## config.mk

```make
export PLATFORM = sky130hd
export DESIGN_NAME = ushreg
export DESIGN_NICKNAME = d
export VERILOG_FILES = /design/src/rtl/ushreg_pkg.sv /design/src/rtl/ushreg_rst_sync.sv /design/src/rtl/ushreg_stage.sv /design/src/rtl/ushreg.sv
export SDC_FILE = /design/constraint.sdc
export NUM_CORES = 1
export LEC_CHECK = 0
export ABC_AREA = 0
export BUFFER_PORTS_ARGS = -buffer_cell sky130_fd_sc_hd__clkbuf_2
export CAP_MARGIN = 20
export CORE_AREA = 2 2 39 41
export DETAILED_ROUTE_END_ITERATION = 8
export DIE_AREA = 0 0 41 43
export GPL_ROUTABILITY_DRIVEN = 0
export GPL_TIMING_DRIVEN = 1
export HOLD_SLACK_MARGIN = 0.03
export PLACE_DENSITY_LB_ADDON = 0.12
export SYNTH_ARGS = -nofsm -noshare
export SYNTH_HDL_FRONTEND = slang
export SYNTH_HIERARCHICAL = 1
export SYNTH_SLANG_ARGS = --single-unit
```

## constraint.sdc

```tcl
create_clock -name clk -period 0.8 [get_ports clk]
set_input_delay 0.16 -clock clk [delete_from_list [all_inputs] [get_ports clk]]
set_output_delay 0.16 -clock clk [all_outputs]
set_load 0.1 [all_outputs]
```

## src/rtl/ushreg_pkg.sv

```systemverilog
package ushreg_pkg;

  // mode_sel encoding: {S0, S1}
  typedef enum logic [1:0] {
    MODE_HOLD = 2'b00,
    MODE_SHR  = 2'b01,
    MODE_SHL  = 2'b10,
    MODE_LOAD = 2'b11
  } mode_e;

  localparam int unsigned SYNC_STAGES = 2;

endpackage

```

## src/rtl/ushreg_rst_sync.sv

```systemverilog
module ushreg_rst_sync #(
  parameter int unsigned STAGES = ushreg_pkg::SYNC_STAGES
) (
  input  logic clk,
  input  logic arst_n,
  output logic rst_sync_n
);

  logic [STAGES-1:0] chain_q;
  logic [STAGES-1:0] chain_d;

  always_comb begin
    chain_d = {chain_q[STAGES-2:0], 1'b1};
  end

  always_ff @(posedge clk or negedge arst_n) begin
    if (!arst_n) chain_q <= '0;
    else         chain_q <= chain_d;
  end

  assign rst_sync_n = chain_q[STAGES-1];

  // the synchronised clear is low whenever the raw clear is low
  assert_sync_follows_R5: assert property (@(posedge clk)
    !arst_n |-> !rst_sync_n);

endmodule

```

## src/rtl/ushreg_stage.sv

```systemverilog
module ushreg_stage
  import ushreg_pkg::*;
(
  input  logic  clk,
  input  logic  rst_n,
  input  mode_e mode,
  input  logic  from_left,
  input  logic  from_right,
  input  logic  din_bit,
  output logic  q
);

  logic q_d;

  always_comb begin
    unique case (mode)
      MODE_HOLD: q_d = q;
      MODE_SHR:  q_d = from_left;
      MODE_SHL:  q_d = from_right;
      MODE_LOAD: q_d = din_bit;
      default:   q_d = q;
    endcase
  end

  always_ff @(posedge clk or negedge rst_n) begin
    if (!rst_n) q <= 1'b0;
    else        q <= q_d;
  end

endmodule

```

## src/rtl/ushreg.sv

```systemverilog
module ushreg
  import ushreg_pkg::*;
#(
  parameter int unsigned W = 4
) (
  input  logic         clk,
  input  logic         clear_n,
  input  logic [1:0]   mode_sel,
  input  logic         shr_in,
  input  logic         shl_in,
  input  logic [W-1:0] din,
  output logic [W-1:0] q,
  output logic         so_right,
  output logic         so_left
);

  localparam int unsigned MSB = W - 1;

  logic  clr_sync_n;
  mode_e mode;

  assign mode = mode_e'(mode_sel);

  ushreg_rst_sync #(.STAGES(SYNC_STAGES)) u_sync (
    .clk       (clk),
    .arst_n    (clear_n),
    .rst_sync_n(clr_sync_n)
  );

  for (genvar i = 0; i < W; i++) begin : g_stage
    logic left_nb;
    logic right_nb;
    if (i == MSB) begin : g_top
      assign left_nb = shr_in;
    end else begin : g_mid_l
      assign left_nb = q[i+1];
    end
    if (i == 0) begin : g_bot
      assign right_nb = shl_in;
    end else begin : g_mid_r
      assign right_nb = q[i-1];
    end
    ushreg_stage u_bit (
      .clk       (clk),
      .rst_n     (clr_sync_n),
      .mode      (mode),
      .from_left (left_nb),
      .from_right(right_nb),
      .din_bit   (din[i]),
      .q         (q[i])
    );
  end

  assign so_right = q[0];
  assign so_left  = q[MSB];


  assert_hold_R1: assert property (@(posedge clk) disable iff (!clr_sync_n)
    (mode_sel == 2'b00) |=> $stable(q));

  assert_shr_R2: assert property (@(posedge clk) disable iff (!clr_sync_n)
    (mode_sel == 2'b01) |=> (q == {$past(shr_in), $past(q[MSB:1])}));

  assert_shl_R3: assert property (@(posedge clk) disable iff (!clr_sync_n)
    (mode_sel == 2'b10) |=> (q == {$past(q[MSB-1:0]), $past(shl_in)}));

  assert_load_R4: assert property (@(posedge clk) disable iff (!clr_sync_n)
    (mode_sel == 2'b11) |=> (q == $past(din)));

  assert_clear_R5: assert property (@(posedge clk)
    !clr_sync_n |-> (q == '0));

  assert_sout_right_R7: assert property (@(posedge clk) disable iff (!clr_sync_n)
    (mode_sel == 2'b01) |=> (so_right == $past(q[1])));
  assert_sout_left_R7: assert property (@(posedge clk) disable iff (!clr_sync_n)
    (mode_sel == 2'b10) |=> (so_left == $past(q[MSB-1])));

endmodule

```

==> results of run 1 <==
## critical path: cells and delay by family (launching register included)
kind,cells,cell delay (ns)
flops,1,0.48
buf+inv,2,0.29
## cells by family (layout without fill, tap and decap cells)
group	after synthesis	after routing	synth area share
buffers and inverters	4	23	0.110
DFF	6	6	0.548
muxes	4	4	0.329
other	1	1	0.0137
## what timing repair did
item                                    in CTS  in global routing
gates resized for setup                      4                  0
hold buffers                                 1                  0
endpoints found under the setup margin      10                 10
endpoints found under the hold margin        2                  0
## routing by layer
metal | GRT usage | vias to the layer above
li1 | - | 90
met1 | 0.108 | 94
met2 | 0.0875 | 10
met3 | 0 | 0
met4 | 0.100 | 0
met5 | 0 | -
## cell type report
type | count | area [µm²]
sequential | 6 | 158
multi-input combinational | 5 | 93.8
fill | 138 | 870
timing repair buffer | 20 | 220
tap | 16 | 20.0
clock buffer | 3 | 22.5
## sequential cells by signal (all words and copies together), names as in the netlist
| register | cells |
|---|---|
| u_sync/chain_q | 2 |
| g_stage.u_bit/q | 4 |
## path summary, 6_finish.rpt
| kind | to | start |
|---|---|---|
| setup / recovery | so_right | g_stage[0].u_bit/q |
| hold / removal | g_stage[1].u_bit/q | u_sync/chain_q[1] |
| setup reg to reg | g_stage[1].u_bit/q | g_stage[0].u_bit/q |
| hold reg to reg | g_stage[1].u_bit/q | u_sync/chain_q[1] |
| max in group asynchronous | u_sync/chain_q[0] | clear_n |
| min in group clk | g_stage[0].u_bit/q | din[0] |
## power by group through the flow
stage               logic (µW)  clock network (µW)  registers, µW
floorplan                  415                   0            523
global placement           844                   0            404
detailed placement         847                   0            403
CTS                        875                 287            408
global route               890                 288            416
finish                     868                 273            408
## placed cells by master (no fill, tap or decap)
cell type,synthesis,routed
dfrtp_4,0,2
mux4_2,4,4
dfrtp_1,6,4
clkbuf_2,0,9
buf_6,0,4
clkbuf_4,0,3
conb_1,1,1
buf_12,0,6
dlygate4sd3_1,0,1
## stage by stage
step	setup TNS [ns]	cells	util	hold slack (ns)
2_1_floorplan	-2.30	15	-	-0.136
4_1_cts	-3.18	50	0.372	0.0696
3_5_place_dp	-1.65	46	0.337	-0.0514
3_3_place_gp	-1.63	46	0.337	-0.0539
6_report	-3.10	50	0.372	0.0585
5_1_grt	-3.29	50	0.372	0.0817
==> reports/results.ini, run 1 <==
[run_status]
outcome = finished with violations
violations = negative setup slack

[placement]
dpl_worst_slack_ns = -0.253
port_buffers = 15
dpl_cell_area_um2 = 467
hpwl_um = 419

[run]
max-cap-violations = 0

[clock_network]
clk_path_buf_depth = 2
cts_inserted_buffers = 3
cts.clk_slew.worst_paths_ns = 0.04
postCtsSetupBuffers = 0
insertion_delay_ns = 0.24
clock-sinks = 6
cts_tree = yes
cts-root-buf = clkbuf_4
cts-htree-levels = 1

[yosys]
synth_common_cells = dfrtp_1 (6), buf_4 (4), mux4_2 (4)
synth_top_cell_area_share = 0.548
synth_area_leaders = dfrtp_1 (55%), mux4_2 (33%), buf_4 (11%)
netlist_instances = 15
async_flop_share = 1.00
syn_avg_cell_area_um2 = 18.3
synth-seq-cells = 6
yosysUniqueCellTypes = 4
seq_area_frac_synth = 0.548
yosys_warnings = 6
synth_ff_type = dfrtp_1
syn_area_um2 = 274
yosysTopAreaCell = dfrtp_1
synth_nets = 25
yosysMostFrequentCell = dfrtp_1
synth_edf_count = 0

[setup_path]
reg2reg_slack_ns = -0.26
crit_required_ns = 0.64
arrival_ns = 1.01
critPathSlowestCell = dfrtp_4
crit_chain = buf_6, buf_12
start_kind = flop
crit_type = flop to output pin
max_stage_delay_ns = 0.48
worstPathMaxFanout = 3
end_kind = output pin
reg2reg_depth = 1

[timing]
rsz0062_at_grt = true
post-route-min-period_ns = 1.17
max_clock_freq_mhz = 856
fin_skew_ns = 0.000926
drv_slew = 0
timing.final.ws_setup_ns = -0.369
finalCritPeriodShare = 1.46
hold_violations = 0
finalSetupViolCount = 10

[pwr]
ir_drop_mv = 1.01
p_total_uw = 1550
internal_power_uw = 891
p_seq_frac = 0.263
power.density_nw_per_um2 = 3010
p_switching_uw = 658
clkPwrFrac = 0.176
combPwrFrac = 0.560
p_leak_uw = 0.000233
switching_share = 0.425

[die]
coreArea_um2 = 1380
die_area_um2 = 1760
pin_count = 16
initial_core_util = 0.198
die_w_um = 41
placementRows = 14
die-height_um = 43

[route]
viasPerCell = 3.88
antenna_left = 0
top_layer = met3
dr_wl_met3_um = 38
vias = 194
route.met2.wl_um = 247
drc_errors = 0
wire_per_inst_um = 10.4
m1WireLength_um = 234
first_pass_iters = 1
drt_iter0_markers = 0
routed_wirelength_um = 519

[global_route]
grt_max_degree = 5
grtUsageTotal = 0.0765
antenna_found_initial = 0
overflow = 0
grt_pass1_wl_um = 862
first_global_vias = 228

[layout]
drive_gt1_frac = 0.824
syn2layout_area_growth_pct = 87.7
layout.nets = 46
n_antenna_cell = 0
stdcell_area_um2 = 514

[min_path]
worstHoldPathType = flop to asynchronous set/reset pin

(Power assumes the default switching activity.)
==> inputs of run 2 (changes only) <==
--- a/config.mk
+++ b/config.mk
@@ -5,7 +5,7 @@
 export SDC_FILE = /design/constraint.sdc
 export NUM_CORES = 1
 export LEC_CHECK = 0
-export ABC_AREA = 0
+export ABC_AREA = 1
 export BUFFER_PORTS_ARGS = -buffer_cell sky130_fd_sc_hd__clkbuf_2
 export CAP_MARGIN = 20
 export CORE_AREA = 2 2 39 41
==> run 2 against run 1 <==
The run still ends with negative setup slack left. Core utilization grew 7.7 points. Final area grew 21%. Sequential power shrank 6.1%. Register-to-register slack gained 0.11 ns. Synthesized cell count grew to 4.2 times the previous value. Area after synthesis grew 42%. Critical path type unchanged. Total power shrank 19%. Global-route usage grew 1.7 points.
==> reports/results.ini, run 2 <==
[route]
first_pass_iters = 2  ; +1
viasPerCell = 3.80  ; -2.2%
drc_errors = 0  ; unchanged
antenna_left = 0  ; unchanged
drt_iter0_markers = 2  ; +2
wire_per_inst_um = 6.90  ; -34%
dr_wl_met3_um = 37  ; -2.6%
top_layer = met3
m1WireLength_um = 318  ; +36%
route.met2.wl_um = 320  ; +30%
vias = 372  ; +92%
routed_wirelength_um = 676  ; +30%

[timing]
post-route-min-period_ns = 1.08  ; -0.0872 ns
rsz0062_at_grt = true
timing.final.ws_setup_ns = -0.281  ; +0.0872 ns
finalSetupViolCount = 10  ; unchanged
drv_slew = 0  ; unchanged
timing.hold.ws_ns = 0.0566  ; -0.00195 ns
fin_skew_ns = 0.00354  ; +0.00261 ns
hold_violations = 0  ; unchanged
finalCritPeriodShare = 1.35  ; -0.109
max_clock_freq_mhz = 925  ; +8.1%

[global_route]
first_global_vias = 289  ; +27%
grt_pass1_wl_um = 1100  ; +27%
antenna_found_initial = 0  ; unchanged
grt_max_degree = 13  ; +8
grtUsageTotal = 0.0932  ; +0.0167
overflow = 0  ; unchanged

[run]
max-cap-violations = 0  ; unchanged

[die]
die-height_um = 43  ; unchanged
pin_count = 16  ; unchanged
coreArea_um2 = 1380  ; unchanged
die_w_um = 41  ; unchanged
placementRows = 14  ; unchanged
die_area_um2 = 1760  ; unchanged
initial_core_util = 0.281  ; +0.0832

[setup_path]
worstPathMaxFanout = 3  ; unchanged
max_stage_delay_ns = 0.50  ; +0.02 ns
reg2reg_slack_ns = -0.15  ; +0.11 ns
crit_chain = buf_12
critical-path-top-delay-family = flip-flops
crit_type = flop to output pin
end_kind = output pin
critPathBufInv = 1  ; -1
start_kind = flop
crit_required_ns = 0.64  ; about the same
critPathSlowestCell = dfrtp_4
arrival_ns = 0.92  ; -0.09 ns

[layout]
regMostFlops = g_stage.u_bit/q
layout.nets = 94  ; +100%
syn2layout_area_growth_pct = 59.5
largest_reg_flops = 4  ; unchanged
final_cell_mix = nand2_1 (20), inv_1 (12), clkbuf_2 (9), inv_2 (8), nand3_1 (8)
final_cells = 98  ; +96%
largestRegisters = g_stage.u_bit/q (4), u_sync/chain_q (2)
mostFrequentLayoutCell = nand2_1
stdcell_area_um2 = 621  ; +21%
n_antenna_cell = 0  ; unchanged
fill_cells = 147  ; +6.5%
drive_gt1_frac = 0.415  ; -0.409

[clock_network]
cts-htree-levels = 1  ; unchanged
cts.clk_slew.worst_paths_ns = 0.05  ; about the same
cts_inserted_buffers = 3  ; unchanged
cts-root-buf = clkbuf_4
insertion_delay_ns = 0.24  ; about the same
clock-sinks = 6  ; unchanged
clk_path_buf_depth = 2  ; unchanged
cts_tree = yes

[yosys]
syn_area_um2 = 389  ; +42%
synth_common_cells = nand2_1 (20), inv_1 (12), inv_2 (8), nand3_1 (8), dfrtp_1 (6)
yosysUniqueCellTypes = 8  ; +4
async_flop_share = 1.00  ; unchanged
yosys_warnings = 6  ; unchanged
synth_ff_type = dfrtp_1
yosysTopAreaCell = dfrtp_1
synth_top_cell_area_share = 0.386  ; -0.162
seq_area_frac_synth = 0.386  ; -0.162
synth_nets = 73  ; +190%
synth_area_leaders = dfrtp_1 (39%), nand2_1 (19%), inv_1 (12%)
netlist_instances = 63  ; +48
synth_edf_count = 0  ; unchanged
syn_avg_cell_area_um2 = 6.18  ; -66%
synth-seq-cells = 6  ; unchanged
yosysMostFrequentCell = nand2_1

[min_path]
worstHoldPathType = flop to asynchronous set/reset pin

[pwr]
p_leak_uw = 0.000373  ; +60%
ir_drop_mv = 1.10  ; +9.1%
power.density_nw_per_um2 = 2030  ; -33%

[placement]
dpl_cell_area_um2 = 552  ; +18%
port_buffers = 15  ; unchanged
placed_cells = 90  ; +96%
hpwl_um = 557  ; +33%

[run_status]
violations = negative setup slack
outcome = finished with violations

[run 2: worst paths after layout]
kind,start,to,depth (start not counted)
worst max-delay path,g_stage[3].u_bit/q,so_left,1
worst min-delay path,u_sync/chain_q[1],g_stage[3].u_bit/q,0
worst max register to register,g_stage[3].u_bit/q,g_stage[2].u_bit/q,5
worst min register to register,u_sync/chain_q[1],g_stage[3].u_bit/q,0
max in group asynchronous,clear_n,u_sync/chain_q[0],2
min in group clk,shl_in,g_stage[0].u_bit/q,5
[run 2: power by group]
| group | switching, µW | internal [µW] |
|---|---|---|
| clock network | 103 | 169 |
| logic | 377 | 229 |
| registers | 39.2 | 344 |
[run 2: area by class of cell]
type	count	area, µm²	area share
repair buffers	20	209	0.337
flip-flops and latches	6	160	0.258
multi-input cells	29	119	0.192
inverters	24	90.1	0.145
clock buffers	3	22.5	0.0363
well taps	16	20.0	0.0323
[run 2: what timing repair did]
item | in CTS | in global routing
resized for setup | 3 | 0
hold buffers | 1 | 0
hold endpoints to repair | 2 | 0
setup endpoints to repair | 10 | 10
setup buffers | 4 | 0
pin swaps | 1 | 2
[run 2: kinds of logic (layout without fill, tap and decap cells)]
| kind of cell | Yosys count | in the layout | share of synthesized area |
|---|---|---|---|
| buffers and inverters | 28 | 47 | 0.309 |
| other | 1 | 1 | 0.00964 |
| AND/OR/NAND/NOR | 28 | 28 | 0.296 |
| flip-flops | 6 | 6 | 0.386 |
[run 2: metal layers]
layer	track usage	vias up
li1	-	206
met1	0.113	158
met2	0.134	8
met3	0.0628	0
met4	0.0200	0
met5	0	-
[run 2: per-stage QoR]
step / TNS, ns / worst slack, ns / power, µW / util
after floorplan: -1.01 / -0.203 / 824 / -
after global placement: -0.283 / -0.0429 / 951 / 0.399
after detailed placement: -0.286 / -0.0411 / 952 / 0.399
after CTS: -2.12 / -0.293 / 1280 / 0.448
after global routing: -2.39 / -0.313 / 1340 / 0.448
final: -2.02 / -0.281 / 1260 / 0.448
==> inputs of run 3 (changes only) <==
--- a/config.mk
+++ b/config.mk
@@ -6,11 +6,11 @@
 export NUM_CORES = 1
 export LEC_CHECK = 0
 export ABC_AREA = 1
-export BUFFER_PORTS_ARGS = -buffer_cell sky130_fd_sc_hd__clkbuf_2
 export CAP_MARGIN = 20
 export CORE_AREA = 2 2 39 41
 export DETAILED_ROUTE_END_ITERATION = 8
 export DIE_AREA = 0 0 41 43
+export DONT_BUFFER_PORTS = 1
 export GPL_ROUTABILITY_DRIVEN = 0
 export GPL_TIMING_DRIVEN = 1
 export HOLD_SLACK_MARGIN = 0.03
==> run 3 against run 2 <==
The flow still finishes with violations (negative setup slack). Total power increased by 3.3%. Clock power increased by 14%. Fmax decreased by 3.7%. Register-to-register slack got worse by 0.02 ns. First-iteration DRC count increased by 100%. Sequential power decreased by 1%. Hold slack got worse by 0.045 ns. Cell count decreased by 7.1%. Setup slack got worse by 0.042 ns. Critical endpoint is now q[0].
==> reports/results.ini, run 3 (same netlist as run 2, synthesis figures left out) <==
[setup_path]
start_kind = flop
worstPathMaxFanout = 2  ; -1
end_kind = output pin
arrival_ns = 0.96  ; +0.04 ns
critPathBufInv = 1  ; unchanged
reg2reg_depth = 6  ; +1
r2r-start = g_stage[1].u_bit/q
crit_chain = buf_16
worstSetupPathDepth = 1  ; unchanged
timing.rr.end = g_stage[2].u_bit/q
crit_required_ns = 0.64  ; about the same
critPathSlowestCell = dfrtp_4
crit_type = flop to output pin
reg2reg_slack_ns = -0.17  ; -0.02 ns
max_stage_delay_ns = 0.50  ; about the same
critical-path-top-delay-family = flip-flops

[clock_network]
insertion_delay_ns = 0.25  ; about the same
cts-htree-levels = 1  ; unchanged
cts_inserted_buffers = 3  ; unchanged
cts_tree = yes
clock-sinks = 6  ; unchanged
cts-root-buf = clkbuf_4
clk_path_buf_depth = 2  ; unchanged
cts.clk_slew.worst_paths_ns = 0.05  ; about the same

[route]
drc_errors = 0  ; unchanged
wire_per_inst_um = 8.89  ; +29%
drt_iter0_markers = 4  ; +2
viasPerCell = 3.99  ; +5.1%
vias = 363  ; -2.4%
antenna_left = 0  ; unchanged
first_pass_iters = 2  ; unchanged
routed_wirelength_um = 809  ; +20%

[layout]
largestRegisters = g_stage.u_bit/q (4), u_sync/chain_q (2)
n_antenna_cell = 0  ; unchanged
regMostFlops = g_stage.u_bit/q
drive_gt1_frac = 0.427  ; +0.0120
final_util = 0.445  ; -0.00362
largest_reg_flops = 4  ; unchanged
final_cell_mix = nand2_1 (16), inv_1 (12), inv_2 (8), nand3_1 (5), buf_6 (5)
syn2layout_area_growth_pct = 58.2
mostFrequentLayoutCell = nand2_1
multi_input_area_um2 = 144  ; +21%
regArea_um2 = 158  ; -1.6%
layout.nets = 86  ; -8.5%
fill_cells = 142  ; -3.4%

[global_route]
grtUsageTotal = 0.123  ; +0.0294
antenna_found_initial = 0  ; unchanged
overflow = 0  ; unchanged
grt_max_degree = 13  ; unchanged
grt_pass1_wl_um = 1440  ; +31%
first_global_vias = 373  ; +29%

[die]
pin_count = 16  ; unchanged
die-height_um = 43  ; unchanged
coreArea_um2 = 1380  ; unchanged
die_w_um = 41  ; unchanged
die_area_um2 = 1760  ; unchanged
initial_core_util = 0.281  ; unchanged
placementRows = 14  ; unchanged

[pwr]
p_leak_uw = 0.000356  ; -4.6%
ir_drop_mv = 0.870  ; -21%
power.density_nw_per_um2 = 2120  ; +4.2%
p_total_uw = 1300  ; +3.3%

[timing]
max_clock_freq_mhz = 890  ; -3.7%
hold_violations = 0  ; unchanged
fin_setup_tns_ns = -2.31  ; -0.292 ns
timing.hold.ws_ns = 0.0113  ; -0.0452 ns
finalCritPeriodShare = 1.40  ; +0.0526
fin_skew_ns = 0.00891  ; +0.00538 ns
timing.final.ws_setup_ns = -0.323  ; -0.0421 ns
drv_slew = 0  ; unchanged
finalSetupViolCount = 10  ; unchanged
post-route-min-period_ns = 1.12  ; +0.0421 ns
rsz0062_at_grt = true

[min_path]
holdPathEnd = g_stage[3].u_bit/q
worstHoldPathType = input port to flop
holdPathStages = 2
min_from = mode_sel[1]

[placement]
hpwl_um = 538  ; -3.4%
port_buffers = 0  ; -15
dpl_worst_slack_ns = -0.0612  ; -0.0201 ns

[run_status]
violations = negative setup slack
outcome = finished with violations

[run]
max-cap-violations = 0  ; unchanged

## run 3: cell types whose count changed in the layout (fill, tap and decap cells not counted), sizes merged
cell and change:
clkbuf -8, buf +1
## run 3: cell type report
class                   instances  area share
clock buffers                   4      0.0427
inverters                      24       0.148
multi-input cells              29       0.234
flip-flops and latches          6       0.256
well taps                      16      0.0325
repair buffers                 12       0.287
## run 3: worst reg2reg max path: stages, from the launching register on
cell     delay, ns
dfrtp_1       0.41
buf_6         0.14
buf_6         0.11
inv_2         0.03
nand2_1       0.04
nand3_1       0.08
nand2_1       0.05
## run 3: what timing repair did
action / in CTS / in global routing
hold buffers: 1 / 0
hold endpoints to repair: 2 / 0
resized for setup: 14 / 7
setup buffers: 5 / 0
pin swaps: 2 / 5
endpoints found under the setup margin: 10 / 10
## run 3: stage by stage
step / std cells / cell area [µm²]
2_1_floorplan: 63 / 437
3_3_place_gp: 81 / 457
3_5_place_dp: 81 / 457
4_1_cts: 91 / 591
5_1_grt: 91 / 616
6_report: 91 / 616
## run 3: per-layer routing
layer / up-vias / track usage / share of wire
li1: 191 / - / -
met1: 166 / 0.149 / 0.42
met2: 6 / 0.191 / 0.56
met3: 0 / 0.0314 / 0.025
met4: 0 / 0.0600 / 0
met5: - / 0 / 0
## run 3: worst max path at each step
| stage | slack [ns] | from | end |
|---|---|---|---|
| global route | -0.35 | g_stage[0].u_bit/q | so_right |
| global placement | -0.06 | g_stage[0].u_bit/q | so_right |
| finish | -0.32 | g_stage[0].u_bit/q | q[0] |
| CTS | -0.34 | g_stage[0].u_bit/q | so_right |
| floorplan | -0.20 | g_stage[0].u_bit/q | q[0] |
| detailed placement | -0.06 | g_stage[0].u_bit/q | q[0] |
## run 3: power by group
part / internal, µW / leakage, µW / total [µW] / switching, µW
combinational: 235 / 0.000273 / 616 / 381
clock: 190 / 0.0000150 / 310 / 121
sequential: 341 / 0.0000685 / 378 / 36.7
total: 766 / 0.000356 / 1300 / 538
